--- config.mk ---
export PLATFORM = sky130hd
export DESIGN_NAME = synth_divword_reg
export DESIGN_NICKNAME = d
export VERILOG_FILES = /design/src/rtl/divw_pkg.sv /design/src/rtl/divw_sync.sv /design/src/rtl/divw_loader.sv /design/src/rtl/divw_unpack.sv /design/src/rtl/synth_divword_reg.sv
export SDC_FILE = /design/constraint.sdc
export NUM_CORES = 1
export LEC_CHECK = 0
export BUFFER_PORTS_ARGS = -buffer_cell sky130_fd_sc_hd__clkbuf_2
export CORE_MARGIN = 2
export CORE_UTILIZATION = 40
export DETAILED_ROUTE_END_ITERATION = 7
export PLACE_DENSITY_LB_ADDON = 0.05
export SLEW_MARGIN = 20
export SYNTH_ARGS = -nofsm -noshare
export SYNTH_HDL_FRONTEND = slang
export SYNTH_SLANG_ARGS = --single-unit
--- constraint.sdc ---
create_clock -name clk -period 4.1 [get_ports clk]
set_clock_uncertainty 0.05 [all_clocks]
set_input_delay 0.615 -clock clk [delete_from_list [all_inputs] [get_ports clk]]
set_output_delay 0.615 -clock clk [all_outputs]
set_load 0.01 [all_outputs]
--- src/rtl/divw_pkg.sv ---
package divw_pkg;
  localparam int MCNT_W  = 9;
  localparam int RCNT_W  = 6;
  localparam int SCNT_W  = 4;
  localparam int MLO_W   = 7;
  localparam int RLO_W   = 4;
  localparam int MHI_W   = MCNT_W - MLO_W;
  localparam int RHI_W   = RCNT_W - RLO_W;
  localparam int WORD_W  = MCNT_W + RCNT_W + SCNT_W + 1;
  localparam int PAR_W   = 8;

  // word layout, LSB upward: scnt, rcnt low, mcnt low, pre_en, mcnt high, rcnt high
  localparam int SCNT_LSB = 0;
  localparam int RLO_LSB  = SCNT_LSB + SCNT_W;
  localparam int MLO_LSB  = RLO_LSB + RLO_W;
  localparam int PRE_POS  = MLO_LSB + MLO_W;
  localparam int MHI_LSB  = PRE_POS + 1;
  localparam int RHI_LSB  = MHI_LSB + MHI_W;

  // parallel load slices
  localparam int LO_LSB  = 0;
  localparam int MID_LSB = LO_LSB + PAR_W;
  localparam int HI_LSB  = MID_LSB + PAR_W;
  localparam int HI_W    = WORD_W - HI_LSB;

  typedef struct packed {
    logic [MCNT_W-1:0] mcnt;
    logic [RCNT_W-1:0] rcnt;
    logic [SCNT_W-1:0] scnt;
    logic              pre_en;
  } divw_fields_t;
endpackage

--- src/rtl/divw_sync.sv ---
module divw_sync #(
  parameter int W      = 1,
  parameter int STAGES = 2,
  parameter bit EDGE   = 1'b0
) (
  input  logic         clk,
  input  logic         rst_n,
  input  logic [W-1:0] din,
  output logic [W-1:0] q
);
  localparam int DEPTH = STAGES + (EDGE ? 1 : 0);

  logic [DEPTH-1:0][W-1:0] chain_q;
  logic [DEPTH-1:0][W-1:0] chain_d;

  always_comb begin
    chain_d[0] = din;
    for (int i = 1; i < DEPTH; i++) chain_d[i] = chain_q[i-1];
  end

  always_ff @(posedge clk or negedge rst_n) begin
    if (!rst_n) chain_q <= '0;
    else        chain_q <= chain_d;
  end

  generate
    if (EDGE) begin : g_rise
      assign q = chain_q[STAGES-1] & ~chain_q[STAGES];
    end else begin : g_level
      assign q = chain_q[STAGES-1];
    end
  endgenerate
endmodule

--- src/rtl/divw_loader.sv ---
module divw_loader
  import divw_pkg::*;
(
  input  logic              mode_serial,
  input  logic              mode_parallel,
  input  logic              aux_sel,
  input  logic              xfer_was_low,
  input  logic              shift_rise,
  input  logic              shift_bit,
  input  logic              hi_rise,
  input  logic              mid_rise,
  input  logic              lo_rise,
  input  logic [PAR_W-1:0]  par_data,
  input  logic [WORD_W-1:0] prim_q,
  output logic [WORD_W-1:0] prim_d
);
  logic shift_en;

  assign shift_en = mode_serial && !aux_sel && xfer_was_low && shift_rise;

  always_comb begin
    prim_d = prim_q;
    if (shift_en) prim_d = {prim_q[WORD_W-2:0], shift_bit};
    if (mode_parallel) begin
      if (hi_rise)  prim_d[HI_LSB +: HI_W]   = par_data[HI_W-1:0];
      if (mid_rise) prim_d[MID_LSB +: PAR_W] = par_data;
      if (lo_rise)  prim_d[LO_LSB +: PAR_W]  = par_data;
    end
  end
endmodule

--- src/rtl/divw_unpack.sv ---
module divw_unpack
  import divw_pkg::*;
(
  input  logic [WORD_W-1:0] word,
  output divw_fields_t      fields
);
  always_comb begin
    fields.mcnt   = {word[MHI_LSB +: MHI_W], word[MLO_LSB +: MLO_W]};
    fields.rcnt   = {word[RHI_LSB +: RHI_W], word[RLO_LSB +: RLO_W]};
    fields.scnt   = word[SCNT_LSB +: SCNT_W];
    fields.pre_en = word[PRE_POS];
  end
endmodule

--- src/rtl/synth_divword_reg.sv ---
module synth_divword_reg
  import divw_pkg::*;
#(
  parameter int SYNC_STAGES = 2
) (
  input  logic              clk,
  input  logic              rst_n,
  input  logic              sel_direct,
  input  logic              sel_serial,
  input  logic              aux_sel,
  input  logic              ser_clk,
  input  logic              ser_dat,
  input  logic              xfer_wr,
  input  logic              hop_wr,
  input  logic [PAR_W-1:0]  par_data,
  input  logic              wr_hi,
  input  logic              wr_mid,
  input  logic              wr_lo,
  input  logic              use_primary,
  input  logic [MLO_W-1:0]  pin_mcnt,
  input  logic [RLO_W-1:0]  pin_rcnt,
  input  logic [SCNT_W-1:0] pin_scnt,
  input  logic              pin_pre_en,
  output logic [MCNT_W-1:0] cnt_mcnt,
  output logic [RCNT_W-1:0] cnt_rcnt,
  output logic [SCNT_W-1:0] cnt_scnt,
  output logic              cnt_pre_en
);
  // reset: asserted asynchronously, released on the clock
  logic [1:0] rst_ff;
  logic       rst_q;
  always_ff @(posedge clk or negedge rst_n) begin
    if (!rst_n) rst_ff <= 2'b00;
    else        rst_ff <= {rst_ff[0], 1'b1};
  end
  assign rst_q = rst_ff[1];

  // mode decode
  logic mode_direct, mode_serial, mode_parallel;
  assign mode_direct   = sel_direct;
  assign mode_serial   = !sel_direct && sel_serial;
  assign mode_parallel = !sel_direct && !sel_serial;

  // level-synchronized pins: {xfer, data}
  logic [1:0] lvl;
  divw_sync #(.W(2), .STAGES(SYNC_STAGES), .EDGE(1'b0)) u_sync_lvl (
    .clk(clk), .rst_n(rst_q), .din({xfer_wr, ser_dat}), .q(lvl)
  );

  // edge-detected pins: {lo, mid, hi, hop, xfer, sclk}
  logic [5:0] rise;
  divw_sync #(.W(6), .STAGES(SYNC_STAGES), .EDGE(1'b1)) u_sync_edge (
    .clk(clk), .rst_n(rst_q),
    .din({wr_lo, wr_mid, wr_hi, hop_wr, xfer_wr, ser_clk}), .q(rise)
  );

  logic sclk_rise, xfer_rise, hop_rise, hi_rise, mid_rise, lo_rise;
  logic dat_lvl, xfer_lvl, xfer_was_low, copy_en;
  assign {lo_rise, mid_rise, hi_rise, hop_rise, xfer_rise, sclk_rise} = rise;
  assign {xfer_lvl, dat_lvl} = lvl;
  // transfer pin was low in the previous synchronized sample
  assign xfer_was_low = !xfer_lvl || xfer_rise;
  assign copy_en      = xfer_rise || hop_rise;

  // primary / secondary registers
  logic [WORD_W-1:0] prim_q, prim_d, sec_q, sec_d;

  divw_loader u_loader (
    .mode_serial(mode_serial), .mode_parallel(mode_parallel),
    .aux_sel(aux_sel), .xfer_was_low(xfer_was_low),
    .shift_rise(sclk_rise), .shift_bit(dat_lvl),
    .hi_rise(hi_rise), .mid_rise(mid_rise), .lo_rise(lo_rise),
    .par_data(par_data), .prim_q(prim_q), .prim_d(prim_d)
  );

  always_comb begin
    sec_d = sec_q;
    if (copy_en) sec_d = prim_q;
  end

  always_ff @(posedge clk or negedge rst_q) begin
    if (!rst_q) begin
      prim_q <= '0;
      sec_q  <= '0;
    end else begin
      prim_q <= prim_d;
      sec_q  <= sec_d;
    end
  end

  // output selection
  divw_fields_t sel_f;
  divw_unpack u_unpack (
    .word(use_primary ? prim_q : sec_q), .fields(sel_f)
  );

  always_comb begin
    if (mode_direct) begin
      cnt_mcnt   = {{MHI_W{1'b0}}, pin_mcnt};
      cnt_rcnt   = {{RHI_W{1'b0}}, pin_rcnt};
      cnt_scnt   = pin_scnt;
      cnt_pre_en = pin_pre_en;
    end else begin
      cnt_mcnt   = sel_f.mcnt;
      cnt_rcnt   = sel_f.rcnt;
      cnt_scnt   = sel_f.scnt;
      cnt_pre_en = sel_f.pre_en;
    end
  end

  // assertions
  AST_SEC_HOLD: assert property (@(posedge clk) disable iff (!rst_q)
    !copy_en |=> $stable(sec_q));
  AST_SEC_COPY: assert property (@(posedge clk) disable iff (!rst_q)
    copy_en |=> (sec_q == $past(prim_q)));
  AST_DIRECT_PRIM_HOLD: assert property (@(posedge clk) disable iff (!rst_q)
    mode_direct |=> $stable(prim_q));
  AST_DIRECT_HI_ZERO: assert property (@(posedge clk) disable iff (!rst_q)
    mode_direct |-> (cnt_mcnt[MCNT_W-1 -: MHI_W] == '0 && cnt_rcnt[RCNT_W-1 -: RHI_W] == '0));
  AST_AUX_NO_SHIFT: assert property (@(posedge clk) disable iff (!rst_q)
    (mode_serial && aux_sel) |=> $stable(prim_q));
endmodule

==> flow_summary.toml <==
[place]
place_hpwl_um = 3920
port_buffers = 56
dp_cells = 371
finalWeightedCongestion = 0.806

[drt]
drt_iter0_markers = 107
drt-pass1-iter-count = 4
drt-total-wl_um = 5850
via_per_inst = 5.29
via_count = 2053
drcViolationCount = 0
drtAntennaViolNets = 0
wire_per_inst_um = 15.1

[logic_synthesis]
ys_warn_count = 0
synth_xor_area_share_pct = 0
synth-simple-area-share_pct = 15.2
synth_nets = 285
ys_seq_area_share_pct = 56.3
synthMuxAreaShare_pct = 15.4
syn_inst = 248
synth_top_family_by_area = "multiplexers"
synthAdderAreaFrac_pct = 0
synth_area_mm2 = 0.00276
synth_compound_area_share_pct = 10.1
postSynthAreaPerCell_um2 = 11.1
ys_ff_latch = 62
yosysUniqueCellTypes = 24

[sta]
slew_headroom_pct = 37.4
totalNegativeSetupSlack_ns = 0
period_minus_slack_ns = 2.30
fmax_mhz = 434
setup_violations = 0
worst_slew_pin_slew_ns = 0.933
finalCritPeriodShare_pct = 56.2
rsz0062_at_grt = "no"
drv_slew = 0
hold_viol_final = 0

[worst_hold_path]
hold_depth = 0
min_path_type = "register to register"
hp-start = "u_sync_lvl.chain_d[2]"
min_to = "u_sync_lvl.q[0]"

[run_status]
status = "finished, final reports clean"

[setup_path]
start_kind = "primary input"
r2r-start = "u_sync_edge.chain_d[13]"
r2r_end = "sec_q[16]"
required_ns = 3.43
arrival_ns = 1.64
crit_fanout = 20
crit_type = "primary input to output pin"
end_kind = "output pin"
ff2ff_setup_slack_ns = 2.41
reg2reg_depth = 3

[power]
power_density_mw_per_mm2 = 486
leakagePower_nw = 1.53
irDropWorstVdd_v = 0.000264

[floorplanning]
ios = 57
die_h_um = 87.0
die_w_um = 87.0
core_area_mm2 = 0.00672
fp.dieArea_mm2 = 0.00757
start_util_pct = 41.0
rows = 30

[clock_network]
cts_sinks = 62
tritoncts = "built"
clockBufferDepth = 2
postCtsSetupBuffers = 0
clk_latency_ns = 0.33
root_buffer = "clkbuf_8"
cts-buffers-inserted = 9
cts.clk_slew.worst_paths_ns = 0.06
cts_max_level = 3

[cells_and_area]
final_cells = 388
area_growth_pct = 19.6
final_common_cell = "dfrtp_1"
drive_above_1_share_pct = 33.4
mostFrequentLayoutCells = "dfrtp_1 (61), clkbuf_2 (56), nand2_1 (46)"
n_antenna_cell = 0
fin_nets = 340

[global_route]
grt_pass1_vias = 2007
grt_start_max_net_pins = 61
grt_usage_pct = 17.2
overflow = 0
antenna_found_initial = 0
grt_pass1_wl_um = 9890

[run]
max_cap_viol_count = 0
[where the power goes]
part	total (W)	leakage (nW)	switching, W	internal, W
clock	0.000508	0.0904	0.000229	0.000280
combinational	0.000281	0.686	0.000134	0.000148
sequential	0.000813	0.749	0.0000852	0.000728
total	0.00160	1.53	0.000448	0.00116
[worst max-delay path: stages]
cell and delay [ns]:
clkbuf_2 0.50, mux2i_1 0.25, o21ai_0 0.09, clkbuf_2 0.16
[flip-flops by register name, indices dropped and copies added (netlist names)]
name,cells
u_sync_lvl.q,1
sec_q,20
u_sync_edge.chain_q,6
u_sync_edge.chain_d,12
rst_ff,2
prim_q,20
u_sync_lvl.chain_d,1
[repair_timing]
item	in CTS	in global routing
resized for setup	0	0
hold endpoints to repair	2	0
hold buffers	1	0
[logic make-up after synthesis]
logic type / Yosys count
other: 1
flip-flops: 62
AND/OR/NAND/NOR: 84
buffers and inverters: 17
AO/OA/AOI/OAI: 44
multiplexers: 40
[per-stage QoR]
step	worst slack (ns)	hold slack, ns	total power [W]	instance area (um2)	util, %
after CTS	1.76	0.302	0.00162	3280	48.9
after global placement	1.55	0.282	0.00110	3090	46.0
after floorplan	1.96	0.269	0.00100	2760	-
after detailed placement	1.55	0.287	0.00111	3090	46.0
after global routing	1.63	0.303	0.00171	3300	49.1
final	1.80	0.299	0.00160	3300	49.1
[synth_stat cells]
master,count,area share (%)
nor2_1,9,1.2
nor4b_1,2,0.64
o211ai_1,14,3.8
o21ai_0,21,3.8
mux2_2,20,8.2
nand2_1,46,6.3
or4b_1,1,0.36
nor4b_2,2,1.1
mux2i_1,20,7.3
a21boi_0,1,0.27
a31oi_1,5,1.1
or4b_4,1,0.50
buf_2,2,0.36
dfrtp_1,62,56
inv_1,2,0.27
conb_1,1,0.14
nor2_8,1,0.73
o22ai_1,1,0.23
o211ai_2,1,0.45
a21bo_2,1,0.36
nand3_1,20,3.6
buf_6,2,0.82
clkbuf_1,11,1.5
or4b_2,2,0.73
[worst max path at each step]
stage | startpoint | end | slack, ns | cells past startpoint
after global routing | sel_direct | cnt_scnt[1] | 1.63 | 4
final | use_primary | cnt_rcnt[0] | 1.80 | 4
after detailed placement | sel_direct | prim_q[5] | 1.55 | 4
after CTS | use_primary | cnt_pre_en | 1.76 | 4
after floorplan | use_primary | cnt_mcnt[0] | 1.96 | 3
after global placement | sel_direct | prim_q[5] | 1.55 | 4
[metal layers]
metal  wire (um)  GRT usage [%]  vias to the layer above
met1        2770           23.3                      995
met4          62           6.25                        0
met2        2740           27.3                       57
li1            -              -                      994
met5           0              0                        -
met3         275           3.60                        7
[final cells by class]
type                       instances  area, um2
fill                             664       3420
sequential                        62       1550
multi-input combinational        169       1150
timing repair buffer              59        305
clock buffer                      12        135
tap                               80        100
clock inverter                     4       47.5
inverter                           2       7.51
Note: power is estimated with default switching activity, not from simulation.
